$ cat config.mk
export PLATFORM = sky130hd
export DESIGN_NAME = trace_addr_cmp
export DESIGN_NICKNAME = d
export VERILOG_FILES = /design/src/rtl/trcmp_pkg.sv /design/src/rtl/trcmp_relop.sv /design/src/rtl/trcmp_datapath.sv /design/src/rtl/trcmp_ctrl.sv /design/src/rtl/trace_addr_cmp.sv
export SDC_FILE = /design/constraint.sdc
export NUM_CORES = 1
export LEC_CHECK = 0
export ABC_AREA = 1
export CELL_PAD_IN_SITES_DETAIL_PLACEMENT = 0
export CELL_PAD_IN_SITES_GLOBAL_PLACEMENT = 2
export CORE_AREA = 2 2 119 121
export DETAILED_ROUTE_END_ITERATION = 10
export DIE_AREA = 0 0 121 123
export DONT_BUFFER_PORTS = 1
export PLACE_DENSITY_LB_ADDON = 0.1
export SLEW_MARGIN = 20
export SYNTH_ARGS = -nofsm -noshare
export SYNTH_HDL_FRONTEND = slang
export SYNTH_SLANG_ARGS = --single-unit
$ cat constraint.sdc
create_clock -name clk -period 2.75 [get_ports clk]
set_input_delay 0.1375 -clock clk [delete_from_list [all_inputs] [get_ports clk]]
set_output_delay 0.1375 -clock clk [all_outputs]
set_load 0.05 [all_outputs]
$ cat src/rtl/trcmp_pkg.sv
package trcmp_pkg;

  typedef enum logic [1:0] {
    SEL_IADDR = 2'd0,
    SEL_CTX   = 2'd1,
    SEL_TVAL  = 2'd2,
    SEL_DADDR = 2'd3
  } busSel_e;

  typedef enum logic [2:0] {
    FN_EQ      = 3'd0,
    FN_NE      = 3'd1,
    FN_LT      = 3'd2,
    FN_LE      = 3'd3,
    FN_GT      = 3'd4,
    FN_GE      = 3'd5,
    FN_SPECIAL = 3'd6,
    FN_ALWAYS  = 3'd7
  } cmpFunc_e;

  typedef enum logic [1:0] {
    MODE_PRI   = 2'd0,
    MODE_BOTH  = 2'd1,
    MODE_NAND  = 2'd2,
    MODE_RANGE = 2'd3
  } matchMode_e;

  // Strobes handed from datapath to control every cycle
  typedef struct packed {
    logic priHit;
    logic secHit;
  } cmpStrobe_t;

  localparam int NUM_SIDES = 2;
  localparam int NUM_BUSES = 4;

endpackage

$ cat src/rtl/trcmp_relop.sv
module trcmp_relop #(
  parameter int W = 32
) (
  input  logic [W-1:0] lhs,
  input  logic [W-1:0] rhs,
  input  logic [2:0]   func,
  output logic         hit
);
  import trcmp_pkg::*;

  always_comb begin
    unique case (cmpFunc_e'(func))
      FN_EQ:   hit = (lhs == rhs);
      FN_NE:   hit = (lhs != rhs);
      FN_LT:   hit = (lhs <  rhs);
      FN_LE:   hit = (lhs <= rhs);
      FN_GT:   hit = (lhs >  rhs);
      FN_GE:   hit = (lhs >= rhs);
      default: hit = 1'b1;  // 6 and 7: unconditional
    endcase
  end

endmodule

$ cat src/rtl/trcmp_datapath.sv
module trcmp_datapath #(
  parameter int IADDR_W = 32,
  parameter int CTX_W   = 24,
  parameter int TVAL_W  = 32,
  parameter int DADDR_W = 32,
  parameter int MATCH_W = 32
) (
  input  logic [IADDR_W-1:0] iaddr,
  input  logic [CTX_W-1:0]   ctxIn,
  input  logic [TVAL_W-1:0]  tvalIn,
  input  logic [DADDR_W-1:0] daddr,
  input  logic [1:0]         priSel,
  input  logic [1:0]         secSel,
  input  logic [2:0]         priFunc,
  input  logic [2:0]         secFunc,
  input  logic [MATCH_W-1:0] priValue,
  input  logic [MATCH_W-1:0] secValue,
  output trcmp_pkg::cmpStrobe_t strobe
);
  import trcmp_pkg::*;

  logic [MATCH_W-1:0] busList [NUM_BUSES];
  logic [1:0]         selArr  [NUM_SIDES];
  logic [2:0]         fnArr   [NUM_SIDES];
  logic [MATCH_W-1:0] refArr  [NUM_SIDES];
  logic [MATCH_W-1:0] maskArr [NUM_SIDES];
  logic [MATCH_W-1:0] lhsArr  [NUM_SIDES];
  logic [MATCH_W-1:0] rhsArr  [NUM_SIDES];
  logic               hitArr  [NUM_SIDES];
  logic               maskMode;

  // Size casts zero-extend narrow buses and trim wider ones
  assign busList[SEL_IADDR] = MATCH_W'(iaddr);
  assign busList[SEL_CTX]   = MATCH_W'(ctxIn);
  assign busList[SEL_TVAL]  = MATCH_W'(tvalIn);
  assign busList[SEL_DADDR] = MATCH_W'(daddr);

  assign maskMode = (secFunc == FN_SPECIAL);

  assign selArr[0]  = priSel;
  assign selArr[1]  = secSel;
  assign fnArr[0]   = priFunc;
  assign fnArr[1]   = secFunc;
  assign refArr[0]  = priValue;
  assign refArr[1]  = secValue;
  assign maskArr[0] = maskMode ? secValue : {MATCH_W{1'b1}};
  assign maskArr[1] = {MATCH_W{1'b1}};

  for (genvar s = 0; s < NUM_SIDES; s++) begin : g_side
    assign lhsArr[s] = busList[selArr[s]] & maskArr[s];
    assign rhsArr[s] = refArr[s] & maskArr[s];
    trcmp_relop #(.W(MATCH_W)) u_relop (
      .lhs  (lhsArr[s]),
      .rhs  (rhsArr[s]),
      .func (fnArr[s]),
      .hit  (hitArr[s])
    );
  end

  assign strobe.priHit = hitArr[0];
  assign strobe.secHit = hitArr[1];

  // unconditional codes must reach the strobes as hits
  always_comb begin
    if (priFunc == FN_ALWAYS || priFunc == FN_SPECIAL)
      a_r3_pri_always: assert (strobe.priHit);
    if (secFunc == FN_ALWAYS)
      a_r3_sec_always: assert (strobe.secHit);
    if (secFunc == FN_SPECIAL)
      a_r4_mask_sec_hit: assert (strobe.secHit);
  end

endmodule

$ cat src/rtl/trcmp_ctrl.sv
module trcmp_ctrl (
  input  logic                  clk,
  input  logic                  rstN,
  input  logic                  enable,
  input  logic [1:0]            matchMode,
  input  logic [1:0]            priSel,
  input  logic [1:0]            secSel,
  input  logic                  priNotifyEn,
  input  logic                  secNotifyEn,
  input  trcmp_pkg::cmpStrobe_t strobe,
  output logic                  matchOut,
  output logic                  priNotify,
  output logic                  secNotify
);
  import trcmp_pkg::*;

  logic holdQ, holdD;
  logic matchQ, matchD;
  logic priNotQ, priNotD;
  logic secNotQ, secNotD;
  logic rangeMode;

  assign rangeMode = (matchMode == MODE_RANGE);

  always_comb begin
    unique case (matchMode_e'(matchMode))
      MODE_PRI:   matchD = strobe.priHit;
      MODE_BOTH:  matchD = strobe.priHit && strobe.secHit;
      MODE_NAND:  matchD = !(strobe.priHit && strobe.secHit);
      default:    matchD = strobe.priHit || holdQ;
    endcase
    matchD  = matchD && enable;
    holdD   = enable && rangeMode && (strobe.priHit || holdQ) && !strobe.secHit;
    priNotD = enable && priNotifyEn && strobe.priHit && (priSel == SEL_IADDR);
    secNotD = enable && secNotifyEn && strobe.secHit && (secSel == SEL_IADDR);
  end

  always_ff @(posedge clk) begin
    if (!rstN) begin
      holdQ   <= 1'b0;
      matchQ  <= 1'b0;
      priNotQ <= 1'b0;
      secNotQ <= 1'b0;
    end else begin
      holdQ   <= holdD;
      matchQ  <= matchD;
      priNotQ <= priNotD;
      secNotQ <= secNotD;
    end
  end

  assign matchOut  = matchQ;
  assign priNotify = priNotQ;
  assign secNotify = secNotQ;

  a_r5_mode_pri: assert property (@(posedge clk) disable iff (!rstN)
    (enable && matchMode == 2'd0) |=> (matchOut == $past(strobe.priHit)));

  a_r6_mode_both: assert property (@(posedge clk) disable iff (!rstN)
    (enable && matchMode == 2'd1) |=> (matchOut == $past(strobe.priHit && strobe.secHit)));

  a_r7_mode_nand: assert property (@(posedge clk) disable iff (!rstN)
    (enable && matchMode == 2'd2) |=> (matchOut == !$past(strobe.priHit && strobe.secHit)));

  a_r8_hold_keeps: assert property (@(posedge clk) disable iff (!rstN)
    (enable && rangeMode && holdQ && !strobe.secHit) |=> (matchOut && holdQ));

  a_r8_sec_releases: assert property (@(posedge clk) disable iff (!rstN)
    (enable && rangeMode && holdQ && strobe.secHit) |=> (matchOut && !holdQ));

  a_r10_disable_clears: assert property (@(posedge clk) disable iff (!rstN)
    !enable |=> (!matchOut && !priNotify && !secNotify && !holdQ));

  a_r9_pri_notify_src: assert property (@(posedge clk) disable iff (!rstN)
    priNotify |-> ($past(priSel) == 2'd0 && $past(priNotifyEn)));

  a_r9_sec_notify_src: assert property (@(posedge clk) disable iff (!rstN)
    secNotify |-> ($past(secSel) == 2'd0 && $past(secNotifyEn)));

endmodule

$ cat src/rtl/trace_addr_cmp.sv
module trace_addr_cmp #(
  parameter int IADDR_W = 32,
  parameter int CTX_W   = 24,
  parameter int TVAL_W  = 32,
  parameter int DADDR_W = 32,
  localparam int WIDE1   = (IADDR_W > CTX_W) ? IADDR_W : CTX_W,
  localparam int MATCH_W = (WIDE1 > DADDR_W) ? WIDE1 : DADDR_W
) (
  input  logic               clk,
  input  logic               rstN,
  input  logic               enable,
  input  logic [1:0]         priSel,
  input  logic [1:0]         secSel,
  input  logic [2:0]         priFunc,
  input  logic [2:0]         secFunc,
  input  logic [1:0]         matchMode,
  input  logic [MATCH_W-1:0] priValue,
  input  logic [MATCH_W-1:0] secValue,
  input  logic               priNotifyEn,
  input  logic               secNotifyEn,
  input  logic [IADDR_W-1:0] iaddr,
  input  logic [CTX_W-1:0]   ctxIn,
  input  logic [TVAL_W-1:0]  tvalIn,
  input  logic [DADDR_W-1:0] daddr,
  output logic               matchOut,
  output logic               priNotify,
  output logic               secNotify
);
  import trcmp_pkg::*;

  cmpStrobe_t strobe;

  trcmp_datapath #(
    .IADDR_W (IADDR_W),
    .CTX_W   (CTX_W),
    .TVAL_W  (TVAL_W),
    .DADDR_W (DADDR_W),
    .MATCH_W (MATCH_W)
  ) u_datapath (
    .iaddr    (iaddr),
    .ctxIn    (ctxIn),
    .tvalIn   (tvalIn),
    .daddr    (daddr),
    .priSel   (priSel),
    .secSel   (secSel),
    .priFunc  (priFunc),
    .secFunc  (secFunc),
    .priValue (priValue),
    .secValue (secValue),
    .strobe   (strobe)
  );

  trcmp_ctrl u_ctrl (
    .clk         (clk),
    .rstN        (rstN),
    .enable      (enable),
    .matchMode   (matchMode),
    .priSel      (priSel),
    .secSel      (secSel),
    .priNotifyEn (priNotifyEn),
    .secNotifyEn (secNotifyEn),
    .strobe      (strobe),
    .matchOut    (matchOut),
    .priNotify   (priNotify),
    .secNotify   (secNotify)
  );

endmodule

==> reports/results.ini <==
[timing]
fin_ws_ns = 0.5032
slew_violations = 0
tightest_slew_ns = 0.4885
timing.setup.tns_ns = 0
setup_viol = 0
period_share_pct = 81.70
max-slew-margin-rel_pct = 67.39
max_clock_freq_mhz = 445.1
hold_viol_final = 0
fin_crit_ns = 2.247
rsz0062_at_grt = false
finClkSkew_ns = 0.001809

[worst_setup_path]
crit_cells = 20
crit_chain = inv_1 > nor3_4 > buf_4 > inv_2 > buf_4 > o21ai_0 > ha_1 > nand2_1 > nor2_1 > nand2_1 > nor2_4 > nand2_2 > nand2_1 > o21ai_1 > nor2_1 > nand2_1 > inv_2 > nand2_2 > a21oi_1 > nor2_1
crit_fanout = 15
arrival_ns = 2.36
slowest_stage = ha_1
cp_common_cell = nand2_1
cp-end-kind = register
r2r_start = u_ctrl.holdQ$_SDFF_PN0_
cp-start-kind = primary input
r2r_cells = 4
crit_type = primary input to register
cp_num_buf_inv = 5
required_ns = 2.86
reg2reg_to = u_ctrl.matchOut$_SDFF_PN0_
r2r_setup_slack_ns = 2.03
max_stage_delay_ns = 0.30
crit_family = simple AND/OR/NAND/NOR gates

[min_path]
hold_class = primary input to register
hp-start = priNotifyEn
min_to = u_ctrl.priNotify$_SDFF_PN0_
hold_depth = 2

[global_route]
antenna_found_initial = 0
grt.total_usage_pct = 21.31
grt_pass1_wl_mm = 25.57
grt_pass1_vias = 5164
globalRoute.totalOverflow = 0
grt_max_degree = 67

[job]
cap_violations = 0

[synth]
avgSynthCellArea_sq_um = 5.434
synth_area_leader_cell = ha_1
synth_nets = 1020
synth_area_leaders = ha_1 (20%), o21ai_0 (16%), nor2_1 (15%), nand2_1 (8.2%), inv_1 (6.1%)
ys.warnings.count = 0
netlist_area_sq_mm = 0.004103
synth_seq_cells = 4
yosysUniqueCellTypes = 31
synth_top_area_share_pct = 19.52
syn_inst = 755
synth_seq_area_share_pct = 1.952

[placed_design]
gp_congestion = 0.8119
pre_cts_ws_ns = 0.2638
dp_hpwl_mm = 12.95
place_inst = 906
port_buffers = 0

[clock_tree]
cts.sinks = 4
htreeDepth = 1
cts_tree = yes
cts_resized = 0
clkLatencyLatePin_ns = 0.22
post-cts-setup-buffers = 0
clockBufferDepth = 2
ctsHoldBuffers = 0
clk_pin_slew_worst_paths_ns = 0.03
cts.root.buffer_cell = clkbuf_16
cts_made_buffers = 3

[pwr]
ir_drop_v = 0.0001313
pwr-share-seq_pct = 6.8
p_comb_share_pct = 69.8
p_int_mw = 0.5251
p_leak_nw = 2.082
clockPowerShare_pct = 23.4
switching_share_pct = 45.69
finalPower_mw = 0.9667
p_sw_mw = 0.4416
pwr_density_cell_mw_per_mm2 = 219.4

[routing]
wl_mm = 16.61
first_iter_violations = 231
drt_pass1_iterations = 5
routed.top_layer = met4
ant_nets = 0
drc = 0
vias = 5040
wl_met3_mm = 1.625
via_per_inst = 5.545
wl_met2_mm = 7.958
routedWlPerCell_microns = 18.28
m1WireLength_mm = 6.814

[die]
top_level_ports = 204
die_h_microns = 123
initial_utilization_pct = 30.14
rows = 43
fp.dieArea_sq_mm = 0.01488
core_sq_mm = 0.01361
die_w_microns = 121

[finish]
final_cells = 909
final_nets = 996
utilization_pct = 32.37
antenna_cells_inserted = 0
area_growth_pct = 7.411
layout-drive-gt1-share_pct = 7.133

[run_status]
status = complete, no violations

==> power groups by stage <==
stage / clock network, mW / registers (mW) / logic [mW]
after detailed placement: 0 / 0.0667 / 0.678
after floorplan: 0 / 0.0663 / 0.546
after global placement: 0 / 0.0667 / 0.670
after CTS: 0.228 / 0.0659 / 0.684
final: 0.226 / 0.0658 / 0.675
after global routing: 0.231 / 0.0659 / 0.790
==> layout by cell type (no fill, tap or decap) <==
cell,count
a21o_1,3
a32o_1,1
nand2_2,12
o22ai_1,23
nor2_1,162
nand2_1,90
dfxtp_1,4
nor2_4,6
o211ai_1,2
clkinv_2,1
a21oi_1,43
o21ai_1,24
nand4_1,1
inv_1,67
nor3_2,1
a22oi_1,30
buf_12,5
nor2_2,7
inv_2,4
o21ai_0,130
a221oi_1,1
o21a_1,5
nand2_4,2
ha_1,64
clkbuf_16,3
nor3_1,3
a31oi_1,1
and3_1,1
nor3_4,1
buf_4,8
nand3_2,2
nand3_1,22
==> routing by layer <==
metal | up-vias | track usage [%]
li1 | 2531 | -
met1 | 2267 | 25.61
met2 | 224 | 38.69
met3 | 18 | 5.627
met4 | 0 | 3.270
met5 | - | 0
==> area by class of cell <==
cell class / count / area (sq um)
fill: 1544 / 9205
multi-input combinational: 637 / 3595
inverter: 72 / 271.5
tap: 180 / 225.2
timing repair buffer: 13 / 160.2
sequential: 4 / 80.08
clock buffer: 3 / 75.07
==> how the worst max path moves through the flow <==
stage | startpoint | end | slack, ns
floorplan | priSel[1] | u_ctrl.matchOut$_SDFF_PN0_ | 0.44
global placement | secFunc[2] | u_ctrl.matchOut$_SDFF_PN0_ | 0.29
detailed placement | secFunc[2] | u_ctrl.matchOut$_SDFF_PN0_ | 0.26
CTS | secFunc[2] | u_ctrl.matchOut$_SDFF_PN0_ | 0.47
global route | secFunc[2] | u_ctrl.matchOut$_SDFF_PN0_ | 0.20
finish | secFunc[1] | u_ctrl.matchOut$_SDFF_PN0_ | 0.50
==> flip-flops by register name, indices dropped and copies added (netlist names) <==
| register | cells |
|---|---|
| u_ctrl.holdQ | 1 |
| u_ctrl.secNotify | 1 |
| u_ctrl.priNotify | 1 |
| u_ctrl.matchOut | 1 |
==> cells by family after synthesis <==
group,after synthesis,share of synthesized area (%)
AND/OR/NAND/NOR,310,32.48
flip-flops,4,1.952
AO/OA/AOI/OAI,263,35.47
buffers and inverters,114,10.58
adder cells (fa/ha/maj),64,19.52
==> cell usage after synthesis, drive strengths merged <==
master and n:
a31oi 1, o21ai 154, o211ai 2, a21o 3, nand2 104, and3 1, nor3 5, o22ai 23
buf 7, a22oi 30, o21a 5, ha 64, clkinv 1, nand3 24, nand4 1, nor2 175
a32o 1, inv 71, a21oi 43, a221oi 1, dfxtp 4, clkbuf 35
==> worst register-to-register path: stages, from the launching register on <==
cell and delay (ns):
dfxtp_1 0.33, inv_1 0.04, nand4_1 0.10, nand3_2 0.07
nor2_1 0.10
==> per-stage QoR <==
step           cell area (sq um)  hold slack (ns)
6_report                    4407          0.06487
5_1_grt                     4407          0.07548
4_1_cts                     4407          0.06540
3_5_place_dp                4332           0.2913
3_3_place_gp                4332           0.2912
2_1_floorplan               4103           0.2692
Note: power is estimated with default switching activity, not from simulation.
